===== config.mk =====
export PLATFORM = sky130hd
export DESIGN_NAME = serial_audio_tx
export DESIGN_NICKNAME = d
export VERILOG_FILES = /design/src/rtl/serial_audio_tx.sv
export SDC_FILE = /design/constraint.sdc
export NUM_CORES = 1
export LEC_CHECK = 0
export BUFFER_PORTS_ARGS = -buffer_cell sky130_fd_sc_hd__buf_2
export CAP_MARGIN = 5
export CORE_UTILIZATION = 59
export CTS_BUF_LIST = sky130_fd_sc_hd__clkbuf_16
export DETAILED_ROUTE_END_ITERATION = 8
export HOLD_SLACK_MARGIN = 0.05
export PLACE_DENSITY = 0.79
export SLEW_MARGIN = 15
export SYNTH_ARGS = -nofsm -noshare
export SYNTH_HDL_FRONTEND = slang
export SYNTH_SLANG_ARGS = --single-unit

===== constraint.sdc =====
create_clock -name clk -period 2.7 [get_ports clk]
set_input_delay 0.405 -clock clk [delete_from_list [all_inputs] [get_ports clk]]
set_output_delay 0.405 -clock clk [all_outputs]
set_load 0.05 [all_outputs]

===== src/rtl/serial_audio_tx.sv =====
module serial_audio_tx #(
  parameter int SW      = 16,
  parameter int DIVW    = 8,
  parameter int DIV_RST = 19,
  parameter int AW      = 4
) (
  input  logic          clk,
  input  logic          rst_n,
  input  logic          wr_en,
  input  logic [AW-1:0] addr,
  input  logic [SW-1:0] wdata,
  output logic [2*SW-1:0] rdata,
  input  logic          ext_sck,
  input  logic          mute_n,
  input  logic          sdin,
  output logic          sck,
  output logic          ws,
  output logic          sdout,
  output logic          irq
);
  localparam int FR = 2 * SW;
  localparam int CW = $clog2(FR);
  localparam logic [AW-1:0] A_LTX  = AW'(0);
  localparam logic [AW-1:0] A_RTX  = AW'(4);
  localparam logic [AW-1:0] A_DIV  = AW'(8);
  localparam logic [AW-1:0] A_MODE = AW'(12);
  localparam logic [CW-1:0] LAST   = CW'(FR - 1);
  localparam logic [CW-1:0] MID    = CW'(SW - 1);

  logic [SW-1:0]   ltx, rtx, rx_l, rx_r;
  logic [DIVW-1:0] div, cnt;
  logic            int_en, ws_en, up_en, dn_en, all_en;
  logic            sck_q;
  logic [2:0]      xs;
  logic [CW-1:0]   bitcnt;
  logic [FR-1:0]   shreg, rx_sh;
  logic            irq_q;

  wire tick    = cnt >= div;
  wire rise_ev = int_en ? (tick & ~sck_q) : (xs[1] & ~xs[2]);
  wire fall_ev = int_en ? (tick &  sck_q) : (~xs[1] & xs[2]);
  wire ws_up   = fall_ev && bitcnt == MID;
  wire ws_dn   = fall_ev && bitcnt == LAST;
  wire irq_set = ws_en & ((ws_up & (up_en | all_en)) | (ws_dn & (dn_en | all_en)));
  wire irq_clr = wr_en && addr == A_LTX;

  always_ff @(posedge clk) begin
    if (!rst_n) begin
      ltx <= '0; rtx <= '0;
      div <= DIVW'(DIV_RST);
      {int_en, ws_en, up_en, dn_en, all_en} <= '0;
    end else if (wr_en) begin
      case (addr)
        A_LTX:  ltx <= wdata;
        A_RTX:  rtx <= wdata;
        A_DIV:  div <= wdata[DIVW-1:0];
        A_MODE: begin
          int_en <= wdata[0];
          ws_en  <= wdata[2];
          up_en  <= wdata[3];
          dn_en  <= wdata[4];
          all_en <= wdata[5];
        end
        default: ;
      endcase
    end
  end

  always_ff @(posedge clk) begin
    if (!rst_n) begin
      cnt   <= '0;
      sck_q <= 1'b0;
      xs    <= '0;
    end else begin
      xs <= {xs[1:0], ext_sck};
      if (tick) begin
        cnt   <= '0;
        sck_q <= ~sck_q;
      end else begin
        cnt <= cnt + 1'b1;
      end
    end
  end

  always_ff @(posedge clk) begin
    if (!rst_n) begin
      bitcnt <= LAST;
      shreg  <= '0;
      rx_sh  <= '0;
      rx_l   <= '0;
      rx_r   <= '0;
      irq_q  <= 1'b0;
    end else begin
      if (fall_ev) begin
        bitcnt <= bitcnt + 1'b1;
        if (bitcnt == LAST) begin
          shreg <= {ltx, rtx};
          rx_l  <= rx_sh[FR-1:SW];
          rx_r  <= rx_sh[SW-1:0];
        end else begin
          shreg <= {shreg[FR-2:0], 1'b0};
        end
      end
      if (rise_ev) rx_sh <= {rx_sh[FR-2:0], sdin};
      irq_q <= irq_set | (irq_q & ~irq_clr);
    end
  end

  assign sck   = int_en & sck_q;
  assign ws    = ws_en & bitcnt[CW-1];
  assign sdout = mute_n & shreg[FR-1];
  assign irq   = irq_q;
  assign rdata = (addr == A_LTX) ? {{SW{1'b0}}, rx_l} :
                 (addr == A_RTX) ? {{SW{1'b0}}, rx_r} : '1;

  a_r4_bit_step: assert property (@(posedge clk) disable iff (!rst_n)
    !$stable(bitcnt) |-> bitcnt == $past(bitcnt) + 1'b1);

  a_r12_rx_at_boundary: assert property (@(posedge clk) disable iff (!rst_n)
    (!$stable(rx_l) || !$stable(rx_r)) |-> bitcnt == '0);

  a_r7_irq_on_strobe_edge: assert property (@(posedge clk) disable iff (!rst_n)
    $rose(irq_q) |-> !$stable(bitcnt[CW-1]));

  a_r10_irq_cleared_by_write: assert property (@(posedge clk) disable iff (!rst_n)
    $fell(irq_q) |-> $past(wr_en && addr == A_LTX));

  a_r9_no_irq_without_strobe: assert property (@(posedge clk) disable iff (!rst_n)
    $rose(irq_q) |-> $past(ws_en));
endmodule


# == After elaboration in Yosys (flattened, before gate mapping) ==
# Index checks and enable logic that the tools add are counted.
# totals
ff_bits,159
in_bits,26
elab_cells,60
# classes
n_reduce_logical,10
bitwise_logic,20
mux,5
add_sub_neg,2
n_eq_ne,5
magnitude_cmp,1
# op_table
op,n
$mux W32,3
$and A1 B1 Y1,11
$reduce_and A2 Y1,5
$add A8 B1 Y8 const B,1
$eq A4 B4 Y1 const B,2
$ge A8 B8 Y1,1
$add A5 B1 Y5 const B,1
$eq A5 B4 Y1 const B,1
$eq A5 B5 Y1 const B,1
$not A1 Y1,5
$eq A4 B3 Y1 const B,1
$logic_not A4 Y1,1
$or A1 B1 Y1,4
$logic_and A1 B1 Y1,3
$mux W1,2
$reduce_or A2 Y1,1

# == Logic depth before layout (Yosys ltp) ==
# depth
word_depth,8
mapped_depth,9
ltp_nobuf,7

# == Least setup slack after synthesis ==
# No wires, ideal clock.
# synth_timing
kind,input port to output port
startpoint,input port addr[1]
endpoint,output port rdata[17]
arrival_time_ps,1883
path_stages,5
t_required_ps,2295
path_slack_ps,412
path_buffers,3
path_cell_list,nor3_1 clkbuf_1 clkbuf_1 inv_1 buf_4
# synth_between
elab_chain_len,3
elab_cells_between_ends,4
classes_between,eq/ne (1); mux (2); reduce/logical (1)
# synth_rtl
element,line,text
start: declaration,10,"input logic [AW-1:0] addr,"
$eq A4 B3 Y1,114,"(addr == A_RTX) ? {{SW{1'b0}}, rx_r} : '1;"
$mux W32,114,
$mux W32 *,113,"assign rdata = (addr == A_LTX) ? {{SW{1'b0}}, rx_l} :"
end: declaration,12,"output logic [2*SW-1:0] rdata,"
# Every way passes the cells marked *; elsewhere a longest branch is shown, timed or not.

# == Final worst setup path ==
# layout_timing
startpoint,register div[6]
endpoint,register rx_l[13]
# layout_between
elab_chain_len,4
# layout_rtl
element,line,text
start: declaration,31,"logic [DIVW-1:0] div, cnt;"
start signal: assignment,50,div <= DIVW'(DIV_RST);
start signal: assignment,56,A_DIV: div <= wdata[DIVW-1:0];
$ge A8 B8 Y1,39,wire tick = cnt >= div;
$and A1 B1 Y1,41,wire fall_ev = int_en ? (tick & sck_q) : (~xs[1] & xs[2]);
$mux W1,41,
$reduce_and A2 Y1 (no source line),n/a,
end signal: assignment,98,rx_l <= rx_sh[FR-1:SW];
end: declaration,30,"logic [SW-1:0] ltx, rtx, rx_l, rx_r;"
# Every way passes these cells.
# A chain may end at the register's enable or synchronous reset.

==> impl_metrics.json <==
{
  "synth_area_leaders": "dfxtp_1, mux2i_1, nand2_1",
  "ctsResizeCount": 0,
  "maxCapViolCount": 0,
  "antenna_found_initial": 0,
  "yosysMostFrequentCell": "dfxtp_1",
  "power_density_nw_per_um2": 661,
  "power_mw": 5.13,
  "die_w_um": 110,
  "insertion_delay_ns": 0.43,
  "syn_area_um2": 6910,
  "start_util_pct": 60.5,
  "required_ns": 3.04,
  "root_buffer": "clkbuf_16",
  "ys_ff_latch": 159,
  "cts_buffers": 17,
  "grt_pass1_vias": 5285,
  "grt-ovfl-total": 0,
  "multi_input_area_um2": 3320,
  "cp-end-kind": "register",
  "core_region_area_um2": 11400,
  "cp-start-kind": "register",
  "finalNetCount": 851,
  "postCtsSetupRepairBufs": 0,
  "drt-initial-drc-count": 424,
  "synth_nets": 831,
  "setup_tns_ns": 0,
  "period_minus_slack_ns": 2.50,
  "rsz0062_at_grt": "no",
  "area_growth_pct": 12.5,
  "cts_buffer_depth": 2,
  "slew_violations": 0,
  "cts.sinks": 159,
  "dieHeight_um": 110,
  "htreeDepth": 4,
  "crit_fanout": 32,
  "die-area_um2": 12100,
  "drive_gt1_share_pct": 14.3,
  "syn_inst": 793,
  "fmax_mhz": 401,
  "clk_pin_slew_ns": 0.06,
  "worstMarginPinSlew_ns": 1.01,
  "finalHoldViolCount": 0,
  "first_pass_iters": 5,
  "leakage_nw": 2.92,
  "postRouteAntennaNets": 0,
  "seq_area_um2": 3180,
  "drc": 0,
  "grt_usage_pct": 26.6,
  "io_pins": 62,
  "wirelength_um": 15400,
  "skew_ns": 0.0137,
  "synth_top_cells_by_count": "dfxtp_1, nand2_1, a21oi_1",
  "synth_top_area_share_pct": 46.1,
  "path_class": "register to register",
  "yosys.area.top_type": "dfxtp_1",
  "grt_pass1_wl_um": 24800,
  "ir_drop_mv": 0.601,
  "io_buffers": 61,
  "num_rows": 39,
  "ctsHoldBuffers": 0,
  "fillers": 889,
  "min_path_type": "primary input to register",
  "yosys_warnings": 0,
  "ys_async_sr_fraction_pct": 0,
  "ys.flop_type": "dfxtp_1",
  "viasPerCell": 5.83,
  "place_congestion": 0.841,
  "postSynthAreaPerCell_um2": 8.71,
  "seq_area_frac_synth_pct": 46.1,
  "cts_tree": "yes",
  "dp_hpwl_um": 9690,
  "grt_max_degree": 79,
  "critPathArrivalTime_ns": 2.83,
  "yosysUniqueCellTypes": 45,
  "slew_headroom_pct": 32.9,
  "synth_edf_count": 0,
  "num_antenna_cells": 0,
  "setup_viol": 0,
  "vias": 5647,
  "post_drt_wl_per_cell_um": 15.9,
  "fin_crit_sh_pct": 92.4,
  "status": "finished, final reports clean"
}
==> per-stage QoR <==
step           instances  area (um^2)  setup slack [ns]  utilization (%)  hold WS (ns)
6_report             969         7770             0.204             68.0         0.186
5_1_grt              969         7770            0.0904             68.0         0.191
4_1_cts              969         7770             0.216             68.0         0.174
3_5_place_dp         937         7170             0.255             62.8         0.427
3_3_place_gp         937         7170             0.355             62.8         0.420
2_1_floorplan        793         6910             0.412                -         0.412
==> critical path, cell delays in order (launching register included) <==
cell,delay (ns)
dfxtp_1,0.33
inv_1,0.05
ha_1,0.29
a21o_1,0.20
a21oi_2,0.16
a31oi_4,0.19
and3_2,0.86
mux2i_1,0.32
==> cell usage in the layout (no fill, tap or decap), drive strengths merged, types with 4 or more instances in the layout <==
master / instances
clkbuf: 17
inv: 17
and3: 5
and2: 6
dfxtp: 159
bufinv: 4
clkinv: 6
a21oi: 100
o21ai: 42
mux2i: 91
nor2: 24
nand2: 151
ha: 12
buf: 76
nand3: 42
xor2: 4
a211oi: 31
==> final timing paths <==
kind | start | to | slack [ns] | cells after the start
setup / recovery | div[6] | rx_l[13] | 0.20 | 7
hold / removal | ext_sck | xs[0] | 0.19 | 2
hold reg to reg | xs[0] | xs[1] | 0.44 | 1
setup reg to reg | div[6] | rx_l[13] | 0.20 | 7
==> report_power, final <==
group | total [mW] | leakage (nW) | switching (mW) | internal (mW)
Clock | 2.45 | 0.296 | 0.927 | 1.52
Sequential | 2.38 | 1.28 | 0.0120 | 2.36
Combinational | 0.305 | 1.34 | 0.226 | 0.0787
==> cell type report <==
type	count	share of cell area (%)
Clock buffer	17	5.48
Sequential cell	159	41.0
Timing Repair Buffer	76	5.54
Multi-Input combinational cell	545	42.8
Inverter	14	0.677
Tap cell	143	2.30
Clock inverter	15	2.27
==> state kept, by name (all words and copies together), names as in the netlist <==
| name | flops |
|---|---|
| ws_en | 1 |
| rtx | 16 |
| dn_en | 1 |
| ltx | 16 |
| all_en | 1 |
| cnt | 8 |
| rx_sh | 32 |
| xs | 3 |
| up_en | 1 |
| bitcnt | 5 |
| div | 8 |
| sck_q | 1 |
| int_en | 1 |
| shreg | 32 |
| rx_r | 16 |
| irq | 1 |
| rx_l | 16 |
==> layer usage <==
layer  part of all wire (%)  track usage [%]  up-vias
li1                       -                -     2766
met1                     44             31.9     2678
met2                     49             45.5      171
met3                    5.5             6.23       32
met4                    2.0             11.5        0
met5                      0                0        -
==> logic make-up after synthesis <==
family          after synthesis  share of synthesized area [%]
simple gates                244                           15.1
xor+xnor                      6                          0.761
flops                       159                           46.1
buf+inv                      89                           6.16
mux                          91                           13.2
compound gates              192                           16.5
fa+ha+maj                    12                           2.17
Note: power is estimated with default switching activity, not from simulation.
